[src/rtl/pwm_bank_pkg.sv]
package pwm_bank_pkg;

    // Fixed datapath widths: an 8-bit prescaler and an 8-bit period counter.
    localparam int PSC_W  = 8;
    localparam int CNT_W  = 8;
    localparam int DUTY_W = CNT_W;
    localparam int DATA_W = 32;

    // Register offsets (bytes) and field positions inside the control word.
    localparam int CTRL_OFS   = 'h50;
    localparam int IRQEN_OFS  = 'h54;
    localparam int PSC_LO_LSB = 0;
    localparam int PSC_HI_LSB = 11;
    localparam int EN_BIT     = 9;
    localparam int IRQEN_BIT  = 0;
    localparam int NIB_W      = PSC_W / 2;

    localparam logic [CNT_W-1:0] CNT_LAST = '1;

    typedef struct packed {
        logic [PSC_W-1:0] psc_cnt;  // clocks elapsed in the current tick
        logic [PSC_W-1:0] psc_act;  // prescale value in force this period
        logic [CNT_W-1:0] cnt;      // period counter, one step per tick
    } tb_state_t;

endpackage

[src/rtl/pwm_bank_regs.sv]
module pwm_bank_regs
    import pwm_bank_pkg::*;
#(
    parameter int NUM_CH = 1,
    parameter int ADDR_W = 8
) (
    input  logic                          clk,
    input  logic                          rst_n,
    input  logic                          bus_wr,
    input  logic [ADDR_W-1:0]             bus_addr,
    input  logic [DATA_W-1:0]             bus_wdata,
    output logic [DATA_W-1:0]             bus_rdata,
    output logic [NUM_CH-1:0][DUTY_W-1:0] duty_q,
    output logic [NUM_CH-1:0][DUTY_W-1:0] duty_d,
    output logic [PSC_W-1:0]              psc_q,
    output logic [PSC_W-1:0]              psc_d,
    output logic                          en_q
);

    localparam int IDX_W = ADDR_W - 2;
    localparam logic [IDX_W-1:0] CTRL_IDX  = IDX_W'(CTRL_OFS / 4);
    localparam logic [IDX_W-1:0] IRQEN_IDX = IDX_W'(IRQEN_OFS / 4);

    typedef struct packed {
        logic [NUM_CH-1:0][DUTY_W-1:0] duty;
        logic [PSC_W-1:0]              psc;
        logic                          en;
        logic                          irq_en;
    } regs_t;

    regs_t r_d, r_q;

    logic             aligned;
    logic [IDX_W-1:0] word_idx;

    assign aligned  = (bus_addr[1:0] == 2'b00);
    assign word_idx = bus_addr[ADDR_W-1:2];

    // Data bits that no register field stores.
    logic unused_wdata;
    assign unused_wdata = ^{bus_wdata[DATA_W-1:PSC_HI_LSB+NIB_W], bus_wdata[10], bus_wdata[8]};

    // Next-state: decode a write into one register.
    always_comb begin
        r_d = r_q;
        if (bus_wr && aligned) begin
            for (int i = 0; i < NUM_CH; i++) begin
                if (word_idx == IDX_W'(i)) begin
                    r_d.duty[i] = bus_wdata[DUTY_W-1:0];
                end
            end
            if (word_idx == CTRL_IDX) begin
                r_d.psc = {bus_wdata[PSC_HI_LSB +: NIB_W], bus_wdata[PSC_LO_LSB +: NIB_W]};
                r_d.en  = bus_wdata[EN_BIT];
            end
            if (word_idx == IRQEN_IDX) begin
                r_d.irq_en = bus_wdata[IRQEN_BIT];
            end
        end
    end

    always_ff @(posedge clk or negedge rst_n) begin
        if (!rst_n) begin
            r_q <= '0;
        end else begin
            r_q <= r_d;
        end
    end

    // Read mux: unmapped or misaligned offsets return zero.
    always_comb begin
        bus_rdata = '0;
        if (aligned) begin
            for (int i = 0; i < NUM_CH; i++) begin
                if (word_idx == IDX_W'(i)) begin
                    bus_rdata[DUTY_W-1:0] = r_q.duty[i];
                end
            end
            if (word_idx == CTRL_IDX) begin
                bus_rdata[PSC_LO_LSB +: NIB_W] = r_q.psc[NIB_W-1:0];
                bus_rdata[PSC_HI_LSB +: NIB_W] = r_q.psc[PSC_W-1:NIB_W];
                bus_rdata[EN_BIT]              = r_q.en;
            end
            if (word_idx == IRQEN_IDX) begin
                bus_rdata[IRQEN_BIT] = r_q.irq_en;
            end
        end
    end

    assign duty_q = r_q.duty;
    assign duty_d = r_d.duty;
    assign psc_q  = r_q.psc;
    assign psc_d  = r_d.psc;
    assign en_q   = r_q.en;

endmodule

[src/rtl/pwm_bank_timebase.sv]
module pwm_bank_timebase
    import pwm_bank_pkg::*;
(
    input  logic             clk,
    input  logic             rst_n,
    input  logic             en_q,
    input  logic [PSC_W-1:0] psc_q,
    input  logic [PSC_W-1:0] psc_d,
    output logic [CNT_W-1:0] cnt,
    output logic [PSC_W-1:0] psc_cnt,
    output logic [PSC_W-1:0] psc_act,
    output logic             tick,
    output logic             wrap
);

    tb_state_t s_d, s_q;

    assign tick = en_q && (s_q.psc_cnt == s_q.psc_act);
    assign wrap = tick && (s_q.cnt == CNT_LAST);

    always_comb begin
        s_d = s_q;
        if (!en_q) begin
            // Idle: counters parked, prescale follows the register so a
            // write that also sets enable is taken at once.
            s_d.psc_cnt = '0;
            s_d.cnt     = '0;
            s_d.psc_act = psc_d;
        end else if (tick) begin
            s_d.psc_cnt = '0;
            s_d.cnt     = s_q.cnt + 1'b1;
            if (wrap) begin
                s_d.psc_act = psc_q;
            end
        end else begin
            s_d.psc_cnt = s_q.psc_cnt + 1'b1;
        end
    end

    always_ff @(posedge clk or negedge rst_n) begin
        if (!rst_n) begin
            s_q <= '0;
        end else begin
            s_q <= s_d;
        end
    end

    assign cnt     = s_q.cnt;
    assign psc_cnt = s_q.psc_cnt;
    assign psc_act = s_q.psc_act;

endmodule

[src/rtl/pwm_bank_chan.sv]
module pwm_bank_chan
    import pwm_bank_pkg::*;
(
    input  logic              clk,
    input  logic              rst_n,
    input  logic              en_q,
    input  logic              wrap,
    input  logic [CNT_W-1:0]  cnt,
    input  logic [DUTY_W-1:0] duty_q,
    input  logic [DUTY_W-1:0] duty_d,
    output logic [DUTY_W-1:0] duty_act,
    output logic              pwm
);

    logic [DUTY_W-1:0] act_d, act_q;

    always_comb begin
        act_d = act_q;
        if (!en_q) begin
            act_d = duty_d;
        end else if (wrap) begin
            act_d = duty_q;
        end
    end

    always_ff @(posedge clk or negedge rst_n) begin
        if (!rst_n) begin
            act_q <= '0;
        end else begin
            act_q <= act_d;
        end
    end

    // High while the period count has not passed the duty value.
    assign pwm      = en_q && (cnt <= act_q);
    assign duty_act = act_q;

endmodule

[src/rtl/pwm_bank.sv]
module pwm_bank
    import pwm_bank_pkg::*;
#(
    parameter int NUM_CH = 1,   // at most CTRL_OFS/4 channels
    parameter int ADDR_W = 8
) (
    input  logic              clk,
    input  logic              rst_n,
    input  logic              bus_wr,
    input  logic [ADDR_W-1:0] bus_addr,
    input  logic [31:0]       bus_wdata,
    output logic [31:0]       bus_rdata,
    output logic [NUM_CH-1:0] pwm_out
);

    logic [NUM_CH-1:0][DUTY_W-1:0] duty_q, duty_d, duty_act;
    logic [PSC_W-1:0]              psc_q, psc_d, psc_cnt, psc_act;
    logic [CNT_W-1:0]              cnt;
    logic                          en_q, tick, wrap;

    pwm_bank_regs #(
        .NUM_CH(NUM_CH),
        .ADDR_W(ADDR_W)
    ) regs_i (
        .clk      (clk),
        .rst_n    (rst_n),
        .bus_wr   (bus_wr),
        .bus_addr (bus_addr),
        .bus_wdata(bus_wdata),
        .bus_rdata(bus_rdata),
        .duty_q   (duty_q),
        .duty_d   (duty_d),
        .psc_q    (psc_q),
        .psc_d    (psc_d),
        .en_q     (en_q)
    );

    pwm_bank_timebase tb_i (
        .clk    (clk),
        .rst_n  (rst_n),
        .en_q   (en_q),
        .psc_q  (psc_q),
        .psc_d  (psc_d),
        .cnt    (cnt),
        .psc_cnt(psc_cnt),
        .psc_act(psc_act),
        .tick   (tick),
        .wrap   (wrap)
    );

    for (genvar c = 0; c < NUM_CH; c++) begin : g_chan
        pwm_bank_chan chan_i (
            .clk     (clk),
            .rst_n   (rst_n),
            .en_q    (en_q),
            .wrap    (wrap),
            .cnt     (cnt),
            .duty_q  (duty_q[c]),
            .duty_d  (duty_d[c]),
            .duty_act(duty_act[c]),
            .pwm     (pwm_out[c])
        );
    end

endmodule

[config.mk]
export PLATFORM = sky130hd
export DESIGN_NAME = pwm_bank
export DESIGN_NICKNAME = d
export VERILOG_FILES = /design/src/rtl/pwm_bank_pkg.sv /design/src/rtl/pwm_bank_regs.sv /design/src/rtl/pwm_bank_timebase.sv /design/src/rtl/pwm_bank_chan.sv /design/src/rtl/pwm_bank.sv
export SDC_FILE = /design/constraint.sdc
export NUM_CORES = 1
export LEC_CHECK = 0
export ABC_CLOCK_PERIOD_IN_PS = 2330
export BUFFER_PORTS_ARGS = -buffer_cell sky130_fd_sc_hd__buf_2
export CORE_ASPECT_RATIO = 1.1
export CORE_MARGIN = 3
export CORE_UTILIZATION = 45
export DETAILED_ROUTE_END_ITERATION = 12
export PLACE_DENSITY_LB_ADDON = 0.25
export SYNTH_ARGS = -nofsm -noshare
export SYNTH_HDL_FRONTEND = slang
export SYNTH_HIERARCHICAL = 1
export SYNTH_SLANG_ARGS = --single-unit
[constraint.sdc]
create_clock -name clk -period 2.33 [get_ports clk]
set_input_delay 0.5825 -clock clk [delete_from_list [all_inputs] [get_ports clk]]
set_output_delay 0.5825 -clock clk [all_outputs]
set_load 0.1 [all_outputs]
==> impl_metrics.json <==
{
  "status": "finished, violations left",
  "violations": "negative setup slack",
  "cts_buffers": 5,
  "hpwl_um": 4370,
  "max_freq_mhz": 397,
  "powerDensity_nw_per_um2": 561,
  "worstSetupPathType": "reg2out",
  "die_area_um2": 7790,
  "row_count": 30,
  "yosysSeqAreaShare_pct": 41.1,
  "power_leakage_uw": 0.00164,
  "nets": 384,
  "die_w_um": 84.4,
  "gp_congestion": 0.828,
  "peakVddDrop_uv": 407,
  "holdBufCountCts": 0,
  "synth_async_sr_flop_share_pct": 100,
  "worst_pin_slew_ps": 553,
  "ant_nets": 0,
  "die_height_um": 92.3,
  "dp.cells": 400,
  "seq_power_share_pct": 46.6,
  "grt_usage_pct": 15.6,
  "coreArea_um2": 6380,
  "synth_ff_type": "dfrtp_1",
  "antenna_found_initial": 0,
  "post-route-util_pct": 56.2,
  "synth-edff-count": 0,
  "yosysMostFrequentCell": "dfrtp_1",
  "p_switching_uw": 655,
  "end_kind": "output pin",
  "min_period_ps": 2520,
  "drcViolationCount": 0,
  "finalCritPeriodShare_pct": 108,
  "htreeDepth": 2,
  "synth_warnings": 6,
  "numClockSinks": 50,
  "fin_skew_ps": 8.44,
  "clk_path_buf_depth": 2,
  "routed_wl_um": 5870,
  "min_path_type": "in2async",
  "path_clk_slew_ps": 100,
  "combPwrFrac_pct": 22.7,
  "synth.avg_cell_area_um2": 10.1,
  "drv_slew": 0,
  "ios": 76,
  "finalHoldViolCount": 0,
  "required_ps": 1750,
  "vias": 2138,
  "first_iter_violations": 77,
  "drv_cap": 0,
  "maxSlewHeadroom_pct": 63.1,
  "ys_types": 42,
  "syn_inst": 302,
  "start_util_pct": 47.7,
  "swShare_pct": 32.6,
  "cts_tree": "built",
  "grt_first_pass_wirelength_um": 9980,
  "grt_pass1_vias": 2079,
  "synth_commonest_cells": "50 x dfrtp_1, 35 x buf_4, 25 x nor2_1, 18 x nand3_1, 14 x and3_1",
  "io_buffers": 37,
  "avgRoutedWirePerCell_um": 14.3,
  "gr-total-overflow": 0,
  "firstDrtPassIters": 4,
  "drive_above_1_share_pct": 31.6,
  "setup_tns_ps": -187,
  "netlist_area_um2": 3040,
  "yosys.area.top_type": "dfrtp_1",
  "setup_viol": 1,
  "p_int_uw": 1360,
  "pwr-share-clk_pct": 30.7,
  "yosysTopAreaCellShare_pct": 41.1,
  "area_delta_synth_final_pct": 17.8,
  "fin_ws_ps": -187,
  "arrival_ps": 1930,
  "synth_area_leaders": "dfrtp_1 41%, buf_4 8.6%, mux2_4 4.4%",
  "fin_cells": 412,
  "insertedDiodeCount": 0,
  "ctsRootBufferMaster": "clkbuf_8",
  "ys_ff_latch": 50,
  "routed_via_density": 5.19,
  "rsz0062_at_grt": "true",
  "holdWs_ps": 260,
  "grt_max_degree": 48,
  "cp-start-kind": "register",
  "clk_latency_ps": 300,
  "path_max_fanout": 4
}
final timing paths:
check	slack, ps	start	endpoint	cells after the start
setup / recovery	-190	tb_i/cnt[1]	pwm_out	6
hold / removal	260	rst_n	g_chan[0].chan_i/duty_act[5]	1
setup reg to reg	350	tb_i/psc_cnt[7]	g_chan[0].chan_i/duty_act[2]	7
hold reg to reg	530	tb_i/psc_cnt[0]	tb_i/psc_cnt[0]	1
max in group asynchronous	1470	rst_n	tb_i/psc_cnt[2]	2
min in group clk	520	bus_wdata[14]	regs_i/psc_q[7]	2
metrics by stage:
| stage | area, µm² | setup WS, ps | power, µW |
|---|---|---|---|
| 2_1_floorplan | 3200 | -368 | 1340 |
| 3_3_place_gp | 3440 | 35.3 | 1400 |
| 3_5_place_dp | 3440 | 18.0 | 1400 |
| 4_1_cts | 3550 | -221 | 2020 |
| 5_1_grt | 3590 | -290 | 2110 |
| 6_report | 3590 | -187 | 2010 |
layout by cell type (no fill, tap or decap), types with 3 or more instances in the layout:
| cell type | instances |
|---|---|
| dfrtp_1 | 49 |
| nor2_1 | 25 |
| buf_2 | 23 |
| conb_1 | 19 |
| nand3_1 | 18 |
| buf_12 | 14 |
| buf_4 | 12 |
| inv_1 | 10 |
| o21ai_0 | 10 |
| mux2i_1 | 10 |
| ha_1 | 10 |
| and3_1 | 10 |
| xor2_1 | 10 |
| a21oi_1 | 9 |
| mux2_2 | 9 |
| mux2_4 | 9 |
| nand2_1 | 9 |
| a31oi_1 | 8 |
| xnor2_1 | 6 |
| clkbuf_8 | 5 |
| and2_2 | 5 |
| and3_2 | 5 |
| nand4_1 | 4 |
| and2_1 | 4 |
| a21oi_4 | 3 |
critical path, stage by stage, from the launching register on:
cell	delay (ps)
dfrtp_1	420
ha_1	300
nor2b_1	140
o211ai_1	180
a21oi_2	90
o41ai_4	280
buf_12	220
cell families (layout without fill, tap and decap cells):
family	after synthesis	after routing	share of synthesized area, %
AOI/OAI and AO/OA	42	42	8.38
muxes	28	28	11.1
DFF	50	50	41.1
buffers and inverters	56	68	11.8
xor gates and xnor gates	16	16	4.60
and+or+nand+nor	99	99	18.8
adders and majority gates	10	10	4.11
other	1	19	0.123
flip-flops by register name, indices dropped and copies added, names as in the netlist:
signal and flops:
regs_i/r_q 1, regs_i/en_q 1, tb_i/psc_cnt 8, tb_i/cnt 8
regs_i/duty_q 8, tb_i/psc_act 8, regs_i/psc_q 8, g_chan.chan_i/duty_act 8
timing repair:
item,4_1_cts,5_1_grt
pin swaps,0,1
endpoints found under the setup margin,1,9
buffers inserted,0,4
resized for setup,1,2
power groups by stage:
stage	combinational (µW)	sequential (µW)	clock, µW
global route	500	944	665
CTS	454	937	632
detailed placement	450	954	0
floorplan	390	946	0
finish	457	937	618
global placement	443	953	0
layer usage:
layer  GRT usage (%)  part of all wire (%)
met4            5.01                   2.0
met3            2.96                   3.4
met5               0                     0
met2            25.9                    50
met1            20.5                    45
cell type report:
cell class	count	area (µm²)
flip-flops and latches	50	1250
inverters	10	37.5
fillers	581	2790
repair buffers	50	497
well taps	80	100
clock buffers	5	68.8
clock inverters	3	43.8
multi-input cells	214	1590
(Power assumes the default switching activity.)
